<file path="config.mk">
export PLATFORM = sky130hd
export DESIGN_NAME = ppt_tx
export DESIGN_NICKNAME = d
export VERILOG_FILES = /design/src/rtl/ppt_pkg.sv /design/src/rtl/ppt_sync.sv /design/src/rtl/ppt_cnt.sv /design/src/rtl/ppt_tx.sv
export SDC_FILE = /design/constraint.sdc
export NUM_CORES = 1
export LEC_CHECK = 0
export ABC_AREA = 0
export ABC_CLOCK_PERIOD_IN_PS = 2300
export BUFFER_PORTS_ARGS = -buffer_cell sky130_fd_sc_hd__buf_2
export CORE_UTILIZATION = 45
export DETAILED_ROUTE_END_ITERATION = 12
export HOLD_SLACK_MARGIN = 0.06
export SYNTH_ARGS = -nofsm -noshare
export SYNTH_HDL_FRONTEND = slang
export SYNTH_SLANG_ARGS = --single-unit
</file>
<file path="constraint.sdc">
create_clock -name clk -period 2.3 [get_ports clk]
set_input_delay 0.345 -clock clk [delete_from_list [all_inputs] [get_ports clk]]
set_output_delay 0.345 -clock clk [all_outputs]
set_load 0.01 [all_outputs]
</file>
<file path="src/rtl/ppt_pkg.sv">
package ppt_pkg;
   typedef enum logic [2:0] {
      ST_IDLE   = 3'd0,
      ST_SETUP  = 3'd1,
      ST_STROBE = 3'd2,
      ST_HOLD   = 3'd3,
      ST_TMO    = 3'd4
   } ppt_state_e;
endpackage

</file>
<file path="src/rtl/ppt_sync.sv">
module ppt_sync #(
   parameter int   STAGES  = 2,
   parameter logic RST_VAL = 1'b0
) (
   input  logic clk,
   input  logic rst_n,
   input  logic d,
   output logic q
);
   if (STAGES < 2) begin : g_bad_stages
      $error("ppt_sync: STAGES must be at least 2");
   end

   logic [STAGES-1:0] chain;

   always_ff @(posedge clk or negedge rst_n) begin
      if (!rst_n) chain <= {STAGES{RST_VAL}};
      else        chain <= {chain[STAGES-2:0], d};
   end

   assign q = chain[STAGES-1];
endmodule

</file>
<file path="src/rtl/ppt_cnt.sv">
module ppt_cnt #(
   parameter int W = 8
) (
   input  logic         clk,
   input  logic         rst_n,
   input  logic         clr,
   output logic [W-1:0] cnt
);
   always_ff @(posedge clk or negedge rst_n) begin
      if (!rst_n)          cnt <= '0;
      else if (clr)        cnt <= '0;
      else if (cnt != '1)  cnt <= cnt + 1'b1;
   end
endmodule

</file>
<file path="src/rtl/ppt_tx.sv">
module ppt_tx #(
   parameter int CLK_HZ      = 50_000_000,
   parameter int SETUP_CYC   = CLK_HZ / 100_000,
   parameter int STB_CYC     = CLK_HZ / 500_000,
   parameter int HOLD_CYC    = CLK_HZ / 1_000_000,
   parameter int TMO_CYC     = CLK_HZ / 1_000,
   parameter int SYNC_STAGES = 2,
   parameter int DW          = 8
) (
   input  logic          clk,
   input  logic          rst_n,
   input  logic [DW-1:0] in_data,
   input  logic          in_valid,
   output logic          in_ready,
   input  logic          abort,
   output logic [DW-1:0] pd_out,
   output logic          strobe_n,
   input  logic          busy_in,
   input  logic          ack_n_in,
   input  logic          ack_clr,
   output logic          ack_seen,
   output logic          timeout
);
   import ppt_pkg::*;

   localparam int PH_A   = (SETUP_CYC > STB_CYC) ? SETUP_CYC : STB_CYC;
   localparam int PH_MAX = (PH_A > HOLD_CYC) ? PH_A : HOLD_CYC;
   localparam int PW     = $clog2(PH_MAX + 1);
   localparam int TW     = $clog2(TMO_CYC + 1);
   localparam logic [PW-1:0] SETUP_LAST = PW'(SETUP_CYC - 1);
   localparam logic [PW-1:0] STB_LAST   = PW'(STB_CYC - 1);
   localparam logic [PW-1:0] HOLD_LAST  = PW'(HOLD_CYC - 1);
   localparam logic [TW-1:0] TMO_LAST   = TW'(TMO_CYC - 1);

   if (SETUP_CYC < 1 || STB_CYC < 1 || HOLD_CYC < 1 || TMO_CYC < 1) begin : g_bad_cnt
      $error("ppt_tx: every interval needs at least one cycle");
   end
   if (STB_CYC > CLK_HZ / 200_000) begin : g_bad_stb
      $error("ppt_tx: strobe pulse longer than 5 us");
   end
   if (DW < 1) begin : g_bad_dw
      $error("ppt_tx: DW must be positive");
   end

   ppt_state_e      state, nxt;
   logic            busy_s, ack_s, ack_q;
   logic [PW-1:0]   pcnt;
   logic [TW-1:0]   bcnt;
   logic            load, go, phase_clr, busy_clr;

   ppt_sync #(.STAGES(SYNC_STAGES), .RST_VAL(1'b0)) u_busy_sync (
      .clk(clk), .rst_n(rst_n), .d(busy_in), .q(busy_s));
   ppt_sync #(.STAGES(SYNC_STAGES), .RST_VAL(1'b1)) u_ack_sync (
      .clk(clk), .rst_n(rst_n), .d(ack_n_in), .q(ack_s));

   ppt_cnt #(.W(PW)) u_phase_cnt (
      .clk(clk), .rst_n(rst_n), .clr(phase_clr), .cnt(pcnt));
   ppt_cnt #(.W(TW)) u_busy_cnt (
      .clk(clk), .rst_n(rst_n), .clr(busy_clr), .cnt(bcnt));

   assign go       = (state == ST_SETUP) && (pcnt >= SETUP_LAST) && !busy_s && !abort;
   assign in_ready = go;
   assign busy_clr = !((state == ST_SETUP) && busy_s);

   always_comb begin
      nxt  = state;
      load = 1'b0;
      unique case (state)
         ST_IDLE: begin
            if (in_valid && !abort) begin
               nxt  = ST_SETUP;
               load = 1'b1;
            end
         end
         ST_SETUP: begin
            if (abort)                          nxt = ST_IDLE;
            else if (go)                        nxt = ST_STROBE;
            else if (busy_s && bcnt >= TMO_LAST) nxt = ST_TMO;
         end
         ST_STROBE: begin
            if (pcnt >= STB_LAST) nxt = ST_HOLD;
         end
         ST_HOLD: begin
            if (pcnt >= HOLD_LAST) begin
               if (in_valid) begin
                  nxt  = ST_SETUP;
                  load = 1'b1;
               end else begin
                  nxt = ST_IDLE;
               end
            end
         end
         ST_TMO: begin
            if (abort) nxt = ST_IDLE;
         end
         default: nxt = ST_IDLE;
      endcase
   end

   assign phase_clr = (nxt != state) || load;

   always_ff @(posedge clk or negedge rst_n) begin
      if (!rst_n) begin
         state    <= ST_IDLE;
         pd_out   <= '0;
         strobe_n <= 1'b1;
         ack_q    <= 1'b1;
         ack_seen <= 1'b0;
      end else begin
         state    <= nxt;
         strobe_n <= (nxt != ST_STROBE);
         if (load) pd_out <= in_data;
         ack_q    <= ack_s;
         if (ack_q && !ack_s) ack_seen <= 1'b1;
         else if (ack_clr)    ack_seen <= 1'b0;
      end
   end

   assign timeout = (state == ST_TMO);
endmodule

</file>
# ---- Word-level counts from Yosys, hierarchy flattened
# Index checks and enable logic that the tools add are counted.
dict set report word_totals {
  reg_bits 43
  out_inout_bits 12
  wordCells 57
}
dict set report op_classes {
  add_sub_neg 2
  order_cmp 4
  eq_ne 9
  mux 19
  n_reduce_logical 14
}
# operator count
set op_table {}
lappend op_table {{16-bit 2-to-1 mux} 2}
lappend op_table {{3-bit 2-to-1 mux} 7}
lappend op_table {{9-bit 2-to-1 mux} 2}
lappend op_table {{16-bit by 1-bit adder with 16-bit output, second input constant} 1}
lappend op_table {{16-bit >= comparator, second input constant} 1}
lappend op_table {{16-bit != test, second input constant} 1}
lappend op_table {{3-bit one-hot mux with 5 select lines} 1}
lappend op_table {{9-bit by 1-bit adder with 9-bit output, second input constant} 1}
lappend op_table {{9-bit by 6-bit >= comparator with 1-bit output, second input constant} 1}
lappend op_table {{9-bit by 7-bit >= comparator with 1-bit output, second input constant} 1}
lappend op_table {{9-bit >= comparator, second input constant} 1}
lappend op_table {{9-bit != test, second input constant} 1}
lappend op_table {{1-bit logical AND} 7}
lappend op_table {{3-bit by 2-bit == test with 1-bit output, second input constant} 2}
lappend op_table {{1-bit 2-to-1 mux} 6}
lappend op_table {{2-bit nonzero test} 2}
lappend op_table {{3-bit by 1-bit == test with 1-bit output, second input constant} 1}
lappend op_table {{3-bit == test, second input constant} 1}
lappend op_table {{1-bit zero test} 3}
lappend op_table {{3-bit zero test} 1}
lappend op_table {{3-bit by 2-bit != test with 1-bit output, second input constant} 1}
lappend op_table {{3-bit != test} 1}
lappend op_table {{2-bit by 1-bit != test with 1-bit output, second input constant} 1}
lappend op_table {{1-bit one-hot mux with 2 select lines} 1}
lappend op_table {{1-bit logical OR} 1}

# ---- Longest topological paths before layout
dict set report depth {
  ltp_word 10
  mapped_depth 9
}

# ---- Cells and area by module
# A second synthesis with hierarchy kept.
dict set report unflattened {
  hier_cells 220
  area_unflattened_um2 2245.9
}
# mod n_inst cells_per_inst area_each_um2 seq_area_each_um2
set modules_own_cells {}
lappend modules_own_cells {{ppt_cnt (u_busy_cnt)} 1 97 912.1 400.4}
lappend modules_own_cells {ppt_tx 1 76 770.7 352.8}
lappend modules_own_cells {{ppt_cnt (u_phase_cnt)} 1 43 460.4 225.2}
lappend modules_own_cells {{ppt_sync (u_ack_sync)} 1 2 52.6 52.6}
lappend modules_own_cells {{ppt_sync (u_busy_sync)} 1 2 50.0 50.0}

# ---- Worst setup path before layout
# No wires, ideal clock.
dict set report synth_path {
  kind {register to register}
  startpoint {register u_phase_cnt.cnt[0]}
  endpoint {register u_phase_cnt.cnt[0]}
  arrival_ps 1860
  required_time_ps 2175
  setup_slack_ps 315
  path_stages_with_launch 8
  path_buffers 0
  cell_sequence {dfrtp_1 ha_1 a2111o_1 o211ai_1 nand2_1 a22oi_2 a2bb2oi_4 nor2_1}
}
dict set report synth_between {
  elab_chain_cells 10
  word_cells_on_any_way 20
}
# item line
set synth_rtl {}
lappend synth_rtl {{start, declared} ppt_cnt.sv:7} ;# output logic [W-1:0] cnt
lappend synth_rtl {{start signal, assigned} ppt_cnt.sv:12} ;# else if (cnt != '1) cnt <= cnt + 1'b1;
lappend synth_rtl {{9-bit >= comparator} ppt_tx.sv:61} ;# assign go = (state == ST_SETUP) && (pcnt >= SETUP_LAST) && !busy_s && !abort;
lappend synth_rtl {{1-bit logical AND (3 in series)} ppt_tx.sv:61}
lappend synth_rtl {{3-bit 2-to-1 mux} ppt_tx.sv:77} ;# else if (go) nxt = ST_STROBE;
lappend synth_rtl {{3-bit 2-to-1 mux} ppt_tx.sv:76} ;# if (abort) nxt = ST_IDLE;
lappend synth_rtl {{3-bit one-hot mux with 5 select lines} ppt_tx.sv:68} ;# unique case (state)
lappend synth_rtl {{3-bit != test} ppt_tx.sv:100} ;# assign phase_clr = (nxt != state) || load;
lappend synth_rtl {{1-bit logical OR} ppt_tx.sv:100}
lappend synth_rtl {{9-bit 2-to-1 mux or 2-bit nonzero test (tied branches)} n/a}
# Parallel ways exist; a longest one is shown, timed or not. The select of a mux whose other input is x is not followed.
# A chain may end at the register's enable or synchronous reset.

# ---- Worst setup path after layout
dict set report layout_path {
  startpoint {register u_phase_cnt.cnt[0]}
  endpoint {output port in_ready}
}
dict set report layout_between {
  elab_chain_cells 4
}
# item line
set layout_rtl {}
lappend layout_rtl {{9-bit >= comparator} ppt_tx.sv:61}
lappend layout_rtl {{1-bit logical AND (3 in series)} ppt_tx.sv:61}
lappend layout_rtl {{end, declared} ppt_tx.sv:14} ;# output logic in_ready,
# No other way between the ends.

==> impl_metrics.csv <==
group,metric,value,unit
routing,via_count,1602,
routing,routed_wl,4090,um
setup_path,r2r_end,"u_phase_cnt.cnt[7]",
timing,slew_violations,0,
clocking,cts_htree_levels,2,
timing,rsz0062_at_grt,"no",
synth,ys_async_sr_fraction,1.00,
clocking,clk_latency,0.29,ns
routing,wl_per_cell,14.3,um
synth,yosysUniqueCellTypes,46,
die,io_pins,27,
timing,tightestPinTransition,0.940,ns
global_route,grt_antenna_before_repair,0,
routing,drc,2,
power_and_ir_drop,power.total,1.71,mW
clocking,cts_tree,"yes",
synth,synth_top_area_cell,"dfrtp_1",
clocking,cts_made_buffers,5,
die,start_util,0.477,
placement,portBuffers,26,
power_and_ir_drop,power.density,706,nW/um2
clocking,postCtsHoldBufs,0,
setup_path,critPathSlowestCell,"dfrtp_2",
finish,area_growth_syn_to_layout,14.0,%
clocking,clockRootBuffer,"clkbuf_8",
finish,antenna_cells,0,
routing,ant_nets,0,
finish,fillers,408,
setup_path,critPathLaunchType,"flip-flop",
synth,syn-num-nets,219,
timing,fmax,451,MHz
timing,finalSetupViolCount,0,
setup_path,cp_slowest_stage_delay,0.46,ns
setup_path,r2r-start,"u_phase_cnt.cnt[0]",
global_route,grt_pass1_wl,7170,um
finish,final_cells,286,
timing,fin_skew,0.0106,ns
die,fp.dieW,70.7,um
routing,firstDrtPassIters,8,
clocking,cts_max_path_buffers,2,
clocking,clk_pin_slew,0.08,ns
power_and_ir_drop,power_leakage,1.10,nW
finish,seq_area,1080,um2
global_route,grt_max_degree,44,
timing,final_hold_viol_count,0,
synth,synth_edf_count,0,
routing,drt_iter0_markers,114,
setup_path,critPathMostFrequentCell,"and3_1",
placement,pre_cts_slack,0.121,ns
die,die_h,70.7,um
global_route,gr-usage-all-layers,0.185,
setup_path,startpoint,"u_phase_cnt.cnt[0]",
setup_path,endpoint,"in_ready",
placement,place.gp.congestion,0.934,
synth,ys_warn_count,0,
die,die-area,4990,um2
synth,ys_seq_area_frac,0.510,
timing,setup_ws,0.0841,ns
routing,vias_per_cell,5.60,
timing,period_needed,2.22,ns
power_and_ir_drop,ir_worst_vdd,0.433,mV
timing,setup-tns-final,0,ns
setup_path,crit_chain,"ha_1 > a2111o_1 > and3_1 > and3_1 > buf_2",
finish,drive_gt1_frac,0.226,
global_route,gr-total-overflow,0,
finish,multi_input_area,991,um2
setup_path,cp_max_fo,7,
status,violations,"DRC",
status,status,"finished, violations left",
flow_run,drv_cap,0,
timing,slew_headroom,0.373,
synth,synthFlopType,"dfrtp_1",
synth,syn_avg_cell_area,10.6,um2
clocking,post_cts_buffers,0,
setup_path,critical_path_class,"flip-flop to output pin",
die,rows,24,
synth,ys_seq_elements,43,
setup_path,arrival,1.87,ns
synth,yosysTopAreaCellShare,0.460,
die,core-area,4440,um2
synth,postSynthCellCount,200,
setup_path,endpoint_kind,"output pin",
placement,hpwl,3010,um
synth,netlist_top_cells_area,"dfrtp_1, xor2_1, nor2_1, dfstp_2, mux2_1",
setup_path,required,1.96,ns
finish,final_core_util,0.544,
synth,synth_area,2120,um2
placement,place_inst,278,
hold_path,hold_class,"input pin to flip-flop",
timing,fin_crit_sh,0.963,
clocking,clock_sinks,43,
setup_path,reg2regPathDepth,7,
setup_path,ff2ff_setup_slack,0.14,ns
finish,num-nets-final,252,
global_route,grt_pass1_vias,1605,
[cell usage after synthesis (all sizes together), types with 2 or more instances]
cell	n
o21ai	2
nand2	16
nor4	3
mux2	8
a21oi	7
clkbuf	2
and2	2
nor2	30
a221oi	2
nor3	11
mux2i	3
o211ai	2
or4	3
xnor2	4
dfrtp	39
dfstp	4
inv	8
xor2	14
a2111o	2
nand3	13
ha	4
and3	3
and4b	2
[cells in the final DEF (no fill, tap or decap), drive strengths merged, types with 3 or more instances in the layout]
master	instances
a21oi	7
and3	3
buf	29
clkbuf	6
dfrtp	39
dfstp	4
ha	4
inv	9
mux2	8
mux2i	3
nand2	16
nand3	13
nor2	30
nor3	11
nor4	3
or4	3
xnor2	4
xor2	14
[timing repair]
action,4_1_cts,5_1_grt
setup endpoints to repair,0,1
gates resized for setup,0,1
hold endpoints to repair,0,0
[cell families after synthesis]
logic type / after synthesis / share of synthesized area
AOI/OAI and AO/OA: 24 / 0.102
xor gates and xnor gates: 18 / 0.0743
adders and majority gates: 4 / 0.0236
buffers and inverters: 11 / 0.0230
DFF: 43 / 0.510
muxes: 11 / 0.0566
and+or+nand+nor: 89 / 0.211
[area by class of cell]
type,count,share of cell area
clock inverters,2,0.00569
well taps,52,0.0269
inverters,8,0.0124
flip-flops and latches,43,0.448
repair buffers,29,0.0631
clock buffers,6,0.0342
multi-input cells,146,0.410
[worst max-delay path: cells and delay by family, from the launching register on]
kind | cells | cell delay [ns]
AO/OA/AOI/OAI | 1 | 0.41
adder cells (fa/ha/maj) | 1 | 0.24
buffers and inverters | 1 | 0.14
flip-flops | 1 | 0.46
AND/OR/NAND/NOR | 2 | 0.33
[how the worst min path moves through the flow]
stage	slack, ns	end	start	depth (start not counted)
floorplan	0.05	ack_seen	rst_n	0
global placement	0.34	u_busy_sync.chain[1]	u_busy_sync.chain[0]	0
detailed placement	0.35	u_busy_sync.chain[1]	u_busy_sync.chain[0]	0
CTS	0.13	u_ack_sync.chain[0]	ack_n_in	1
global route	0.13	u_ack_sync.chain[0]	ack_n_in	1
finish	0.15	u_ack_sync.chain[0]	ack_n_in	1
[through the flow]
step                      area (um2)  hold WS [ns]
after floorplan                 2120        0.0494
after CTS                       2420         0.132
final                           2420         0.147
after global placement          2320         0.336
after detailed placement        2320         0.346
after global routing            2420         0.127
[where the power goes]
group          total, mW  switching (mW)  internal (mW)  leakage (nW)
registers          0.898          0.0708          0.827         0.556
logic              0.307           0.165          0.142         0.489
clock network      0.501           0.256          0.245        0.0516
total               1.71           0.491           1.21          1.10
[registers in the layout, indices dropped and copies added, names as in the netlist]
signal and count:
u_ack_sync.chain 2, u_busy_cnt.cnt 16, u_busy_sync.chain 2, state 3, ack_q 1, ack_seen 1
pd_out 8, u_phase_cnt.cnt 9, strobe_n 1
[routing by layer]
metal | vias to the layer above | part of all wire | global-route usage
met5 | - | 0 | 0
met4 | 0 | 0.013 | 0.0644
met3 | 7 | 0.039 | 0.0427
met2 | 41 | 0.51 | 0.326
met1 | 781 | 0.44 | 0.225
li1 | 773 | - | -
Power figures use the tool's default switching activity.
